`src/rtl/ata_taskfile.sv`:
```
module ata_taskfile #(
  parameter logic [15:0] PRI_BASE = 16'h01F0,
  parameter logic [15:0] SEC_BASE = 16'h0170,
  parameter logic [15:0] PRI_CTL  = 16'h03F6,
  parameter logic [15:0] SEC_CTL  = 16'h0376
) (
  input  logic        clk,
  input  logic        rst_n,
  input  logic [15:0] addr,
  input  logic        wr_en,
  input  logic        rd_en,
  input  logic [7:0]  wdata,
  input  logic [7:0]  drive_cfg,
  output logic [7:0]  rdata,
  output logic        hit
);
  localparam int NCH      = 2;
  localparam int NSLOT    = 2 * NCH;
  localparam int SRST_BIT = 2;
  localparam int DSEL_BIT = 4;
  localparam logic [7:0] DH_FORCE = 8'hA0;
  localparam logic [15:0] CMD_MASK = 16'hFFF8;
  localparam logic [15:0] CTL_MASK = 16'hFFFE;

  logic [7:0] err_q  [NCH];
  logic [7:0] feat_q [NCH];
  logic [7:0] dh_q   [NCH];
  logic [7:0] st_q   [NCH];
  logic [7:0] cmd_q  [NCH];
  logic [7:0] ctl_q  [NCH];
  logic [7:0] sc_q   [NSLOT];
  logic [7:0] sn_q   [NSLOT];
  logic [7:0] cl_q   [NSLOT];
  logic [7:0] chi_q  [NSLOT];

  function automatic logic is_present(input logic [1:0] t);
    return (t == 2'b01) || (t == 2'b10);
  endfunction

  logic [1:0] cmd_hit, ctl_hit;
  assign cmd_hit[0] = (addr & CMD_MASK) == PRI_BASE;
  assign cmd_hit[1] = (addr & CMD_MASK) == SEC_BASE;
  assign ctl_hit[0] = (addr & CTL_MASK) == PRI_CTL;
  assign ctl_hit[1] = (addr & CTL_MASK) == SEC_CTL;

  logic       ch, is_cmd, is_ctl, alt, devctl;
  logic [2:0] off;
  assign ch     = ~cmd_hit[0] & ~ctl_hit[0];
  assign is_cmd = |cmd_hit;
  assign is_ctl = |ctl_hit;
  assign off    = addr[2:0];
  assign alt    = is_ctl & addr[0];
  assign devctl = is_ctl & ~addr[0];
  assign hit    = alt | devctl | (is_cmd & (off != 3'd0));

  logic [1:0] slot, wslot;
  logic       cur_present, new_present;
  assign slot        = {ch, dh_q[ch][DSEL_BIT]};
  assign wslot       = {ch, wdata[DSEL_BIT]};
  assign cur_present = is_present(drive_cfg[{slot, 1'b0} +: 2]);
  assign new_present = is_present(drive_cfg[{wslot, 1'b0} +: 2]);

  logic [7:0] rval;
  always_comb begin
    rval = 8'h00;
    if (alt) rval = 8'hFF;
    else if (!cur_present) rval = (is_cmd && off == 3'd6) ? DH_FORCE : 8'h00;
    else if (devctl) rval = st_q[ch];
    else begin
      case (off)
        3'd1: rval = err_q[ch];
        3'd2: rval = sc_q[slot];
        3'd3: rval = sn_q[slot];
        3'd4: rval = cl_q[slot];
        3'd5: rval = chi_q[slot];
        3'd6: rval = dh_q[ch];
        3'd7: rval = st_q[ch];
        default: rval = 8'h00;
      endcase
    end
  end
  assign rdata = (rd_en && hit) ? rval : 8'h00;

  logic [1:0] s0, s1;
  logic       opt0, opt1;
  assign s0   = {ch, 1'b0};
  assign s1   = {ch, 1'b1};
  assign opt0 = drive_cfg[{s0, 1'b0} +: 2] == 2'b10;
  assign opt1 = drive_cfg[{s1, 1'b0} +: 2] == 2'b10;

  always_ff @(posedge clk) begin
    if (!rst_n) begin
      for (int c = 0; c < NCH; c++) begin
        err_q[c]  <= 8'h01;
        feat_q[c] <= 8'h00;
        dh_q[c]   <= 8'h00;
        st_q[c]   <= 8'h00;
        cmd_q[c]  <= 8'h00;
        ctl_q[c]  <= 8'h08;
      end
      for (int s = 0; s < NSLOT; s++) begin
        sc_q[s]  <= 8'h01;
        sn_q[s]  <= 8'h01;
        cl_q[s]  <= 8'h00;
        chi_q[s] <= 8'h00;
      end
    end else if (wr_en && hit && !alt) begin
      if (devctl) begin
        if (!ctl_q[ch][SRST_BIT] && wdata[SRST_BIT]) begin
          st_q[ch]  <= 8'h90;
          err_q[ch] <= 8'h01;
          cmd_q[ch] <= 8'h00;
        end else if (ctl_q[ch][SRST_BIT] && !wdata[SRST_BIT]) begin
          st_q[ch]      <= (st_q[ch] & 8'h7F) | 8'h40;
          dh_q[ch][3:0] <= 4'h0;
          sc_q[s0]  <= 8'h01;
          sn_q[s0]  <= 8'h01;
          cl_q[s0]  <= opt0 ? 8'h14 : 8'h00;
          chi_q[s0] <= opt0 ? 8'hEB : 8'h00;
          sc_q[s1]  <= 8'h01;
          sn_q[s1]  <= 8'h01;
          cl_q[s1]  <= opt1 ? 8'h14 : 8'h00;
          chi_q[s1] <= opt1 ? 8'hEB : 8'h00;
        end
        ctl_q[ch] <= wdata;
      end else begin
        case (off)
          3'd1: feat_q[ch]  <= wdata;
          3'd2: sc_q[slot]  <= wdata;
          3'd3: sn_q[slot]  <= wdata;
          3'd4: cl_q[slot]  <= wdata;
          3'd5: chi_q[slot] <= wdata;
          3'd6: begin
            dh_q[ch] <= wdata | DH_FORCE;
            if (!new_present) begin
              err_q[ch] <= err_q[ch] | 8'h04;
              st_q[ch]  <= st_q[ch] | 8'h01;
            end
          end
          3'd7: cmd_q[ch] <= wdata;
          default: ;
        endcase
      end
    end
  end

  for (genvar c = 0; c < NCH; c++) begin : g_chk
    a_r4_reset_enter: assert property (@(posedge clk) disable iff (!rst_n)
      (wr_en && devctl && ch == c && wdata[SRST_BIT] && !ctl_q[c][SRST_BIT])
      |=> (st_q[c] == 8'h90 && err_q[c] == 8'h01 && cmd_q[c] == 8'h00));
    a_r5_reset_exit: assert property (@(posedge clk) disable iff (!rst_n)
      (wr_en && devctl && ch == c && !wdata[SRST_BIT] && ctl_q[c][SRST_BIT])
      |=> (!st_q[c][7] && st_q[c][6] && dh_q[c][3:0] == 4'h0));
    a_r6_ctl_store: assert property (@(posedge clk) disable iff (!rst_n)
      (wr_en && devctl && ch == c) |=> ctl_q[c] == $past(wdata));
    a_r7_dh_force: assert property (@(posedge clk) disable iff (!rst_n)
      (wr_en && is_cmd && ch == c && off == 3'd6) |=> (dh_q[c][7] && dh_q[c][5]));
    a_r8_abort: assert property (@(posedge clk) disable iff (!rst_n)
      (wr_en && is_cmd && ch == c && off == 3'd6 && !new_present)
      |=> (err_q[c][2] && st_q[c][0]));
    a_r9_features: assert property (@(posedge clk) disable iff (!rst_n)
      (wr_en && is_cmd && ch == c && off == 3'd1) |=> feat_q[c] == $past(wdata));
  end

  a_r10_alt: assert property (@(posedge clk) disable iff (!rst_n)
    (rd_en && alt) |-> (rdata == 8'hFF && hit));
  a_r11_absent_dh: assert property (@(posedge clk) disable iff (!rst_n)
    (rd_en && is_cmd && off == 3'd6 && !cur_present) |-> rdata == DH_FORCE);
  a_r12_unclaimed: assert property (@(posedge clk) disable iff (!rst_n)
    (!rd_en || !hit) |-> rdata == 8'h00);
endmodule

```
`config.mk`:
```
export PLATFORM = sky130hd
export DESIGN_NAME = ata_taskfile
export DESIGN_NICKNAME = d
export VERILOG_FILES = /design/src/rtl/ata_taskfile.sv
export SDC_FILE = /design/constraint.sdc
export NUM_CORES = 1
export LEC_CHECK = 0
export BUFFER_PORTS_ARGS = -buffer_cell sky130_fd_sc_hd__buf_2
export CAP_MARGIN = 20
export CORE_MARGIN = 5
export CORE_UTILIZATION = 40
export DETAILED_ROUTE_END_ITERATION = 6
export HOLD_SLACK_MARGIN = 0.05
export PLACE_DENSITY = 0.58
export SLEW_MARGIN = 15
export SYNTH_ARGS = -nofsm -noshare
export SYNTH_HDL_FRONTEND = slang
export SYNTH_SLANG_ARGS = --single-unit
```
`constraint.sdc`:
```
create_clock -name clk -period 4.8 [get_ports clk]
set_input_delay 0.96 -clock clk [delete_from_list [all_inputs] [get_ports clk]]
set_output_delay 0.96 -clock clk [all_outputs]
set_load 0.005 [all_outputs]
```
==> Yosys cells after proc, flatten, opt, wreduce, memory -nomap -nowiden <==
Memory sizes are Yosys's and may differ from the RTL's.
Cells that the tools add are included.
{ "word_totals": {"ram_bits": 192, "inputBits": 36, "mem_bits_ro": 0, "latch_bits": 0, "n_memories": 8, "reg_bits": 0, "output_inout_bits": 9, "wordCells": 181} }
{ "memory_table": {"columns": ["name", "depth", "width", "rd", "rd_ports_with_merged_regs", "write_ports", "line", "text"], "rows": [
  ["chi_q", 4, 8, 1, 0, 4, "34", "logic [7:0] chi_q [NSLOT];"],
  ["cl_q", 4, 8, 1, 0, 4, "33", "logic [7:0] cl_q [NSLOT];"],
  ["sc_q", 4, 8, 1, 0, 4, "31", "logic [7:0] sc_q [NSLOT];"],
  ["sn_q", 4, 8, 1, 0, 4, "32", "logic [7:0] sn_q [NSLOT];"],
  ["ctl_q", 2, 8, 1, 0, 2, "30", "logic [7:0] ctl_q [NCH];"],
  ["dh_q", 2, 8, 1, 0, 2, "27", "logic [7:0] dh_q [NCH];"],
  ["2 more memories", null, null, null, null, null, null, null]
]} }
{ "classes": {"bitwise_logic": 13, "n_mul": 0, "add_sub_neg": 0, "shift": 4, "div_mod_pow": 0, "magnitude_cmp": 0, "n_eq_ne": 17, "n_reduce_logical": 30, "n_mux": 109} }
{ "ops": {"columns": ["cell", "count"], "rows": [
  ["two-way mux 8 bit", 26],
  ["OR reduction 8 bit", 16],
  ["two-way mux 1 bit", 66],
  ["one-hot mux 8 bit (7 select lines)", 1],
  ["indexed part select 8 x 4 -> 2 bit", 4],
  ["== test 15 x 9 -> 1 bit, second input constant", 2],
  ["== test 13 x 6 -> 1 bit, second input constant", 2],
  ["two-way mux 2 bit", 13],
  ["== test 3 bit, second input constant", 4],
  ["two-way mux 5 bit", 2],
  ["== test 2 bit, second input constant", 4],
  ["== test 3 x 2 -> 1 bit, second input constant", 2],
  ["logical AND 1 bit", 6],
  ["bitwise OR 1 bit", 6],
  ["bitwise AND 1 bit", 4],
  ["== test 2 x 1 -> 1 bit, second input constant", 2],
  ["two-way mux 4 bit", 1],
  ["OR reduction 2 bit", 2],
  ["== test 3 x 1 -> 1 bit, second input constant", 1],
  ["zero test 1 bit", 3],
  ["NOT 1 bit", 3],
  ["nonzero test 3 bit", 1],
  ["logical OR 1 bit", 2]
]} }

==> Longest topological paths before layout <==
Gate-level depths: netlist of the first run.
{ "depth": {"word_depth": 15, "depth_mapped": 9, "mapped_depth_nobuf": 7} }

==> Least setup slack after synthesis of the first run <==
OpenSTA, ideal clock, no wires.
{ "synth_timing": {"kind": "input port to output port", "startpoint": "input addr[0]", "endpoint": "output rdata[3]", "setup_slack_ns": 1.182, "n_path_buf": 3, "t_required_ns": 3.840, "arrival_ns": 2.658, "path_stages": 9, "path_cell_list": "buf_2 > or3b_2 > clkbuf_1 > clkbuf_1 > o22ai_1 > a221oi_1 > o2111ai_1 > a22oi_1 > a221oi_1"} }
{ "synth_between": {"elab_chain_cells": 6, "word_cells_on_any_way": 20, "classes_between": "eq/ne (7); mux (5); bitwise (6); reduce/logical (2)"} }
{ "synth_lines": {"columns": ["item", "line", "text"], "rows": [
  ["start: declaration", "9", "input logic [15:0] addr,"],
  ["== test 3 bit, or another cell as far along", "70", "case (off)"],
  ["one-hot mux 8 bit (7 select lines) or bitwise AND 1 bit (tied branches)", "70, 53", null],
  ["two-way mux 8 bit or bitwise OR 1 bit (tied branches)", "68, 54", null],
  ["two-way mux 8 bit or bitwise OR 1 bit (tied branches)", "67, 54", null],
  ["two-way mux 8 bit or logical AND 1 bit (tied branches)", "66, 82", null],
  ["two-way mux 8 bit (*)", "82", "assign rdata = (rd_en && hit) ? rval : 8'h00;"],
  ["end: declaration", "14", "output logic [7:0] rdata,"]
]} }
Mark *: on every way between the ends. The rest lies on a longest branch, timed or not.

==> Final worst setup path of the first run <==
{ "layout_timing": {"startpoint": "input addr[13]", "endpoint": "output rdata[1]"} }
{ "layout_between": {"elab_chain_cells": 10, "word_cells_on_any_way": 31, "classes_between": "eq/ne (6); shift (1); mux (5); bitwise (8); reduce/logical (4); memory (7)"} }
{ "layout_lines": {"columns": ["item", "line", "text"], "rows": [
  ["== test 15 x 9 -> 1 bit or == test 13 x 6 -> 1 bit (tied branches)", "43, 41", null],
  ["NOT 1 bit", "48", "assign ch = ~cmd_hit[0] & ~ctl_hit[0];"],
  ["bitwise AND 1 bit", "48", null],
  ["memory (2 x 8 bit)", null, null],
  ["memory (4 x 8 bit), or another cell as far along", null, null],
  ["one-hot mux 8 bit (7 select lines), or another cell as far along", "70", null],
  ["two-way mux 8 bit or logical OR 1 bit (tied branches)", "68, 37", null],
  ["two-way mux 8 bit", "67", "else if (!cur_present) rval = (is_cmd && off == 3'd6) ? DH_FORCE : 8'h00;"],
  ["two-way mux 8 bit", "66", "if (alt) rval = 8'hFF;"],
  ["two-way mux 8 bit (*)", "82", null]
]} }
Marks and branches as above.

==> flow_metrics.env, run 1 <==
export IMPL_ys_types=66
export IMPL_hold_viol_final=0
export IMPL_max_slew_margin_rel=0.212
export IMPL_clockBufferDepth=2
export IMPL_drive_gt1_frac=0.153
export IMPL_dp_hpwl_mm=21.2
export IMPL_synth_most_common_cell="nor2_1"
export IMPL_ys_flop_type="dfxtp_1"
export IMPL_holdWs_ps=450
export IMPL_globalRouteMet2Util=0.369
export IMPL_die_area_um2=26000
export IMPL_io_buffers=44
export IMPL_ir_drop_uv=252
export IMPL_firstDrtPassIters=5
export IMPL_worst_ep_arrival_time_ps=3440
export IMPL_p_leak_nw=4.07
export IMPL_post_cts_buffers=0
export IMPL_slew_viol_final=0
export IMPL_reg2reg_setup_slack_ps=2480
export IMPL_wl_mm=30.5
export IMPL_clkTransAtPathRegs_ps=70
export IMPL_die_w_um=161
export IMPL_min_path_cells=2
export IMPL_core_area_um2=22600
export IMPL_grt_max_degree=58
export IMPL_root_buffer="clkbuf_16"
export IMPL_antenna_found_initial=1
export IMPL_fin_nets=1073
export IMPL_area_growth_pct=12.6
export IMPL_cts_max_level=4
export IMPL_grt_pass1_wl_mm=47.0
export IMPL_finalSetupTns_ps=0
export IMPL_final_period_utilization=0.916
export IMPL_ys_seq_area_frac=0.470
export IMPL_cp_required_ps=3840
export IMPL_synth_nets=1056
export IMPL_max_freq_ghz=0.227
export IMPL_gp_congestion=0.940
export IMPL_skew_ps=10.6
export IMPL_met1_usage=0.324
export IMPL_clkSinkCount=176
export IMPL_worstHoldStart="cl_q[3][5]"
export IMPL_rsz0062_at_grt="no"
export IMPL_hold_end="cl_q[3][5]"
export IMPL_ant_nets=0
export IMPL_initial_core_util=0.406
export IMPL_yosys_warnings=0
export IMPL_async_reset_ff_frac=0
export IMPL_postCtsResizedCells=0
export IMPL_holdBufCountCts=0
export IMPL_synth_edf_count=78
export IMPL_syn_area_per_cell_um2=8.98
export IMPL_syn_cell_area_um2=9160
export IMPL_clk_latency_ps=440
export IMPL_status="finished clean"
export IMPL_cts_buffers=17
export IMPL_cp_max_fo=10
export IMPL_rows=55
export IMPL_min_path_type="register to register"
export IMPL_fin_crit_ps=4400
export IMPL_setup_violations_final=0
export IMPL_grt_pass1_vias=7690
export IMPL_post_drt_wl_per_cell_um=22.9
export IMPL_r2r_end="cl_q[1][5]"
export IMPL_synthTopCellsByCount="nor2_1 (129), nand2_1 (127), dfxtp_1 (98), a21oi_1 (84), edfxtp_1 (78)"
export IMPL_grt_usage=0.235
export IMPL_cap_violations=0
export IMPL_busiest_layer="met2"
export IMPL_io_pins=45
export IMPL_yosys_area_top_type="edfxtp_1"
export IMPL_synth_area_leaders="edfxtp_1 (26%), dfxtp_1 (21%), mux2i_1 (6.7%)"
export IMPL_grt_overflow=0
export IMPL_ys_ff_latch=176
export IMPL_power_density_nw_per_um2=319
export IMPL_drc=0
export IMPL_drt_iter0_drc=923
export IMPL_yosysTopAreaCellShare=0.256
export IMPL_viasPerCell=6.01
export IMPL_critPathCaptureType="output pin"
export IMPL_path_class="input port to output pin"
export IMPL_cts_tree="yes"
export IMPL_start_kind="input port"
export IMPL_netlist_instances=1020
export IMPL_grtUsageMet3=0.0457
export IMPL_die_h_um=161
export IMPL_worstRegToRegCells=7
export IMPL_worstMarginPinSlew_ps=1170
export IMPL_reg2reg_from="dh_q[0][4]"
export IMPL_vias=8028
export IMPL_antenna_cells=0
[layout make-up]
type	instances	area [um^2]
well taps	285	357
clock inverters	15	181
clock buffers	17	425
inverters	12	45.0
flip-flops and latches	176	4300
fillers	2220	12300
repair buffers	84	531
multi-input cells	746	4470
[metrics by stage]
step / utilization / power (mW) / instance area, um^2 / cells / worst slack (ps)
after floorplan: - / 1.76 / 9160 / 1020 / 1180
after global placement: 0.430 / 1.85 / 9700 / 1302 / 458
after detailed placement: 0.430 / 1.85 / 9700 / 1303 / 493
after CTS: 0.457 / 3.29 / 10300 / 1335 / 487
after global routing: 0.457 / 3.37 / 10300 / 1335 / 325
final: 0.457 / 3.28 / 10300 / 1335 / 403
[how the worst max path moves through the flow]
| stage | from | end | slack (ps) | cells after the start |
|---|---|---|---|---|
| 6_report | addr[13] | rdata[1] | 400 | 7 |
| 3_5_place_dp | addr[13] | rdata[5] | 490 | 9 |
| 3_3_place_gp | addr[13] | rdata[5] | 460 | 9 |
| 2_1_floorplan | addr[0] | rdata[3] | 1180 | 9 |
| 4_1_cts | addr[13] | rdata[7] | 490 | 9 |
| 5_1_grt | addr[13] | rdata[5] | 320 | 9 |
[critical path: stages]
cell and delay, ps:
buf_2 110, nor4b_4 460, and3_1 440, and4_1 460, nand2_1 210, a221oi_1 580
buf_2 220
[power breakdown]
part	total, mW	switching [mW]	leakage, nW	internal (mW)
sequential	1.60	0.0156	1.59	1.58
clock	1.46	0.636	0.288	0.826
combinational	0.225	0.157	2.20	0.0677
[routing by layer]
| layer | share of wire | vias to the layer above | wire, um |
|---|---|---|---|
| met2 | 0.46 | 339 | 14000 |
| li1 | - | 3733 | - |
| met5 | 0.00036 | - | 11 |
| met3 | 0.073 | 54 | 2220 |
| met1 | 0.44 | 3900 | 13400 |
| met4 | 0.029 | 2 | 872 |
[registers in the layout, summed over array words and instances, names as in the netlist]
signal and cells:
chi_q 32, sc_q 32, sn_q 32, st_q 16
dh_q 14, cl_q 32, err_q 16, ctl_q 2
[cells in the final DEF (no fill, tap or decap), types with 4 or more instances in the layout]
cell type / synthesis / final
a2111oi_0: 4 / 4
a211oi_1: 5 / 5
a21o_1: 8 / 8
a21oi_1: 84 / 84
a221oi_1: 12 / 12
a22oi_1: 23 / 23
a31o_2: 7 / 7
and2_1: 25 / 25
and3_1: 14 / 14
and3b_1: 4 / 4
and4_1: 4 / 4
buf_2: 28 / 45
buf_4: 1 / 38
clkbuf_16: 0 / 17
dfxtp_1: 98 / 98
edfxtp_1: 78 / 78
inv_1: 12 / 12
inv_6: 0 / 4
mux2_2: 14 / 14
mux2i_1: 61 / 61
nand2_1: 127 / 127
nand3_1: 58 / 58
nand3b_1: 5 / 5
nand4_1: 8 / 8
nor2_1: 129 / 128
nor2b_1: 4 / 4
nor3_1: 21 / 21
nor4_2: 4 / 5
o2111ai_1: 11 / 11
o21ai_0: 32 / 32
o22ai_1: 15 / 15
[cells by family (layout without fill, tap and decap cells)]
family,count (synthesis),count (layout),synth area share
AND/OR/NAND/NOR,432,432,0.230
AO/OA/AOI/OAI,234,234,0.167
flip-flops,176,176,0.470
buffers and inverters,98,128,0.0444
multiplexers,75,75,0.0839
XOR/XNOR,5,5,0.00478
(Power assumes the default switching activity.)
==> inputs of run 2 (changes only) <==
CORE_ASPECT_RATIO = 0.5   (was not set)
==> run 2 against run 1 <==
Effect of this change:
- sequential share of layout area grew 0.16 points
- hold slack is essentially flat
- largest power group unchanged
- count of clock-buffer cells in the layout is 1 higher
- largest cell class unchanged
- critical path type unchanged
==> flow_metrics.env, run 2 (same netlist as run 1, synthesis figures left out) <==
export IMPL_cts_max_level=4
export IMPL_power_switching_uw=840
export IMPL_power_density_nw_per_um2=309
export IMPL_die_w_um=224
export IMPL_die_area_um2=26200
export IMPL_fin_crit_ps=4500
export IMPL_firstDrtPassIters=5
export IMPL_clockBufferDepth=2
export IMPL_grt_overflow=0
export IMPL_path_buf_inv=2
export IMPL_fin_cells=1353
export IMPL_io_pins=45
export IMPL_initial_core_util=0.404
export IMPL_worst_slack_ps=304
export IMPL_p_total_mw=3.17
export IMPL_gp_congestion=0.994
export IMPL_postCtsResizedCells=0
export IMPL_start_kind="input port"
export IMPL_viasPerCell=6.08
export IMPL_p_int_mw=2.33
export IMPL_slew_viol_final=0
export IMPL_wl_mm=32.6
export IMPL_skew_ps=6.99
export IMPL_power_share_clock=0.424
export IMPL_critPathTopFamily="compound AO/OA/AOI/OAI gates"
export IMPL_max_slew_margin_rel=0.329
export IMPL_clkTransAtPathRegs_ps=70
export IMPL_finalSetupTns_ps=0
export IMPL_worstMarginPinSlew_ps=996
export IMPL_slowest_stage="a2111oi_0"
export IMPL_post_drt_wl_per_cell_um=24.1
export IMPL_min_path_type="register to register"
export IMPL_drc=0
export IMPL_path_class="input port to output pin"
export IMPL_multi_input_area_um2=4460
export IMPL_root_buffer="clkbuf_16"
export IMPL_dp_hpwl_mm=23.1
export IMPL_p_sw_frac=0.265
export IMPL_pwr_share_comb=0.072
export IMPL_nFillCells=2205
export IMPL_grt_usage=0.244
export IMPL_final_period_utilization=0.937
export IMPL_antenna_cells=0
export IMPL_layout_commonest_cell="nor2_1"
export IMPL_status="finished clean"
export IMPL_clkSinkCount=176
export IMPL_cp_required_ps=3840
export IMPL_rsz0062_at_grt="no"
export IMPL_pre_cts_ws_ps=393
export IMPL_cpPeakStageDelay_ps=550
export IMPL_setup_violations_final=0
export IMPL_core_area_um2=22700
export IMPL_antenna_found_initial=2
export IMPL_cpMostUsedCell="buf_2"
export IMPL_seqPwrFrac=0.504
export IMPL_clk_latency_ps=440
export IMPL_p_leak_nw=4.04
export IMPL_drt_iter0_drc=1105
export IMPL_cts_tree="yes"
export IMPL_grt_max_degree=58
export IMPL_die_h_um=117
export IMPL_critPathCaptureType="output pin"
export IMPL_worst_ep_arrival_time_ps=3540
export IMPL_path_cells="buf_2 > or3b_2 > o22ai_1 > a2111oi_0 > mux2_2 > nand4_1 > a221o_1 > buf_2"
export IMPL_regArea_um2=4300
export IMPL_cts_buffers=17
export IMPL_ant_nets=0
export IMPL_dp_cells=1320
export IMPL_hold_viol_final=0
export IMPL_io_buffers=44
export IMPL_post_cts_buffers=0
export IMPL_cp_max_fo=19
export IMPL_grt_pass1_wl_mm=47.8
export IMPL_vias=8232
export IMPL_holdBufCountCts=0
export IMPL_max_freq_ghz=0.222
export IMPL_ir_drop_uv=276
export IMPL_drive_gt1_frac=0.150
export IMPL_rows=39
export IMPL_grt_pass1_vias=7655
export IMPL_layout_common_cells="nor2_1 (128), nand2_1 (127), dfxtp_1 (98), a21oi_1 (84), edfxtp_1 (78)"
export IMPL_fin_nets=1069
export IMPL_cap_violations=0
export IMPL_area_growth_pct=12.1
## run 2: cell types whose count changed in the layout (fill, tap and decap cells not counted), sizes merged
cell / delta
buf: -4
bufinv: -3
inv: +3
clkinv: -1
clkbuf: +1
## run 2: worst paths after layout
| path | from | end | slack [ps] | depth (start not counted) |
|---|---|---|---|---|
| worst max-delay path | addr[0] | rdata[7] | 300 | 8 |
| worst min-delay path | cl_q[3][6] | cl_q[3][6] | 450 | 2 |
| worst max register to register | dh_q[1][4] | sc_q[3][0] | 2440 | 6 |
| worst min register to register | cl_q[3][6] | cl_q[3][6] | 450 | 2 |
## run 2: area by class of cell
class	count	share of cell area
Clock buffer	18	0.0418
Clock inverter	14	0.0119
Inverter	12	0.00439
Multi-Input combinational cell	746	0.434
Sequential cell	176	0.419
Tap cell	307	0.0374
Timing Repair Buffer	80	0.0509
## run 2: power groups by stage
stage,logic (mW),clock network [mW],registers [mW]
floorplan,0.137,0,1.62
global placement,0.217,0,1.63
detailed placement,0.218,0,1.63
CTS,0.218,1.35,1.60
global route,0.237,1.42,1.60
finish,0.228,1.35,1.60
## run 2: layer usage
metal	routed length [um]	vias up	global-route usage
met5	98	-	0.0197
met4	727	6	0.0620
met3	3850	62	0.100
met2	13600	437	0.359
met1	14400	4012	0.334
li1	-	3715	-
## run 2: worst reg2reg max path: stages, from the launching register on
cell and delay [ps]:
edfxtp_1 570, buf_4 250, and3_1 210, and4_1 300
a21oi_1 600, a22o_1 250, nand2_1 50
## run 2: per-stage QoR
stage	hold slack, ps	utilization	instance area (um^2)
after global routing	480	0.453	10300
after detailed placement	446	0.428	9700
final	451	0.453	10300
after global placement	437	0.428	9700
after floorplan	423	-	9160
after CTS	456	0.452	10300
==> inputs of run 3 (changes only) <==
MAX_ROUTING_LAYER = met4   (was not set)
==> run 3 against run 2 <==
Effect of this change:
- non-clock buffer count up 3
- critical endpoint is now rdata[5]
- die area unchanged
- clock power up 3%
- flip-flop and latch count unchanged
- largest power group unchanged
==> flow_metrics.env, run 3 (same netlist as run 1, synthesis figures left out) <==
export IMPL_fin_nets=1072
export IMPL_ant_nets=0
export IMPL_skew_ps=13.7
export IMPL_path_class="input port to output pin"
export IMPL_firstDrtPassIters=6
export IMPL_clkSinkCount=176
export IMPL_die_w_um=224
export IMPL_seqPwrFrac=0.496
export IMPL_layout_common_cells="nor2_1 (128), nand2_1 (127), dfxtp_1 (98), a21oi_1 (84), edfxtp_1 (78)"
export IMPL_post_drt_wl_per_cell_um=24.5
export IMPL_drc=0
export IMPL_dp_cells=1324
export IMPL_io_pins=45
export IMPL_p_total_mw=3.22
export IMPL_post_cts_buffers=0
export IMPL_root_buffer="clkbuf_16"
export IMPL_path_buf_inv=2
export IMPL_start_kind="input port"
export IMPL_top_layer_used="met4"
export IMPL_slew_viol_final=0
export IMPL_antenna_found_initial=1
export IMPL_ir_drop_uv=246
export IMPL_hold_viol_final=0
export IMPL_cpMostUsedCell="buf_2"
export IMPL_cp_required_ps=3840
export IMPL_fin_crit_ps=4650
export IMPL_grt_pass1_vias=7823
export IMPL_power_switching_uw=840
export IMPL_die_h_um=117
export IMPL_slowest_stage="a2111oi_1"
export IMPL_cap_violations=0
export IMPL_nFillCells=2186
export IMPL_io_buffers=44
export IMPL_p_int_mw=2.38
export IMPL_power_share_clock=0.432
export IMPL_grt_max_degree=53
export IMPL_holdBufCountCts=0
export IMPL_p_sw_frac=0.261
export IMPL_viasPerCell=6.08
export IMPL_gp_congestion=0.972
export IMPL_die_area_um2=26200
export IMPL_worstMarginPinSlew_ps=1060
export IMPL_cp_max_fo=19
export IMPL_drt_iter0_drc=1086
export IMPL_area_growth_pct=12.5
export IMPL_postLayoutCoreUtil=0.454
export IMPL_cts_tree="yes"
export IMPL_final_period_utilization=0.969
export IMPL_wl_met1_mm=15.5
export IMPL_wl_mm=33.2
export IMPL_met3_length_mm=3.20
export IMPL_clk_latency_ps=440
export IMPL_status="finished clean"
export IMPL_rows=39
export IMPL_drive_gt1_frac=0.152
export IMPL_pwr_share_comb=0.072
export IMPL_route_met2_wl_mm=13.8
export IMPL_power_density_nw_per_um2=313
export IMPL_max_freq_ghz=0.215
export IMPL_clockBufferDepth=2
export IMPL_cts_buffers=17
export IMPL_rsz0062_at_grt="no"
export IMPL_dp_hpwl_mm=23.7
export IMPL_path_cells="buf_2 > or3b_2 > o22ai_1 > a2111oi_1 > mux2_2 > nand4_1 > a221o_1 > buf_2"
export IMPL_cpPeakStageDelay_ps=730
export IMPL_layout_commonest_cell="nor2_1"
export IMPL_grt_usage=0.261
export IMPL_clkTransAtPathRegs_ps=70
export IMPL_vias=8251
export IMPL_max_slew_margin_rel=0.288
export IMPL_p_leak_nw=4.06
export IMPL_grt_overflow=0
export IMPL_fin_cells=1357
export IMPL_worst_ep_arrival_time_ps=3690
export IMPL_core_area_um2=22700
export IMPL_critPathCaptureType="output pin"
export IMPL_grt_pass1_wl_mm=49.5
export IMPL_cts_max_level=4
export IMPL_setup_violations_final=0
export IMPL_initial_core_util=0.404
export IMPL_critPathTopFamily="compound AO/OA/AOI/OAI gates"
export IMPL_min_path_type="register to register"
[run 3: what timing repair did]
item | in CTS | in global routing
endpoints found under the setup margin | 0 | 1
gates resized for setup | 0 | 1
endpoints found under the hold margin | 0 | 0
[run 3: layout make-up]
class	instances	area, um^2	share of cell area
multi-input cells	746	4460	0.433
flip-flops and latches	176	4300	0.418
repair buffers	83	523	0.0508
clock buffers	17	425	0.0413
well taps	307	384	0.0373
clock inverters	15	153	0.0148
inverters	12	45.0	0.00437
diodes	1	2.50	0.000243
[run 3: through the flow]
stage | hold WS [ps] | setup slack (ps) | area (um^2) | setup TNS (ps)
after floorplan | 423 | 1180 | 9160 | 0
after global placement | 436 | -464 | 9710 | -466
final | 462 | 147 | 10300 | 0
after detailed placement | 450 | 39.6 | 9720 | 0
after CTS | 463 | 43.7 | 10300 | 0
after global routing | 482 | 107 | 10300 | 0
[run 3: metal layers]
metal	GRT usage	vias to the layer above
li1	-	3730
met1	0.375	4083
met2	0.369	382
met3	0.0606	56
met4	0.0750	0
met5	-	-
[run 3: path summary, 6_finish.rpt]
kind,depth (start not counted),slack [ps],start,end
worst max-delay path,8,150,addr[0],rdata[5]
worst min-delay path,1,460,dh_q[0][5],dh_q[0][5]
worst max register to register,5,2110,dh_q[1][4],cl_q[3][2]
worst min register to register,1,460,dh_q[0][5],dh_q[0][5]
[run 3: power groups by stage]
stage / logic (mW) / clock network, mW / registers [mW]
global route: 0.241 / 1.47 / 1.60
global placement: 0.224 / 0 / 1.63
CTS: 0.225 / 1.41 / 1.60
finish: 0.231 / 1.39 / 1.60
detailed placement: 0.225 / 0 / 1.63
floorplan: 0.137 / 0 / 1.62
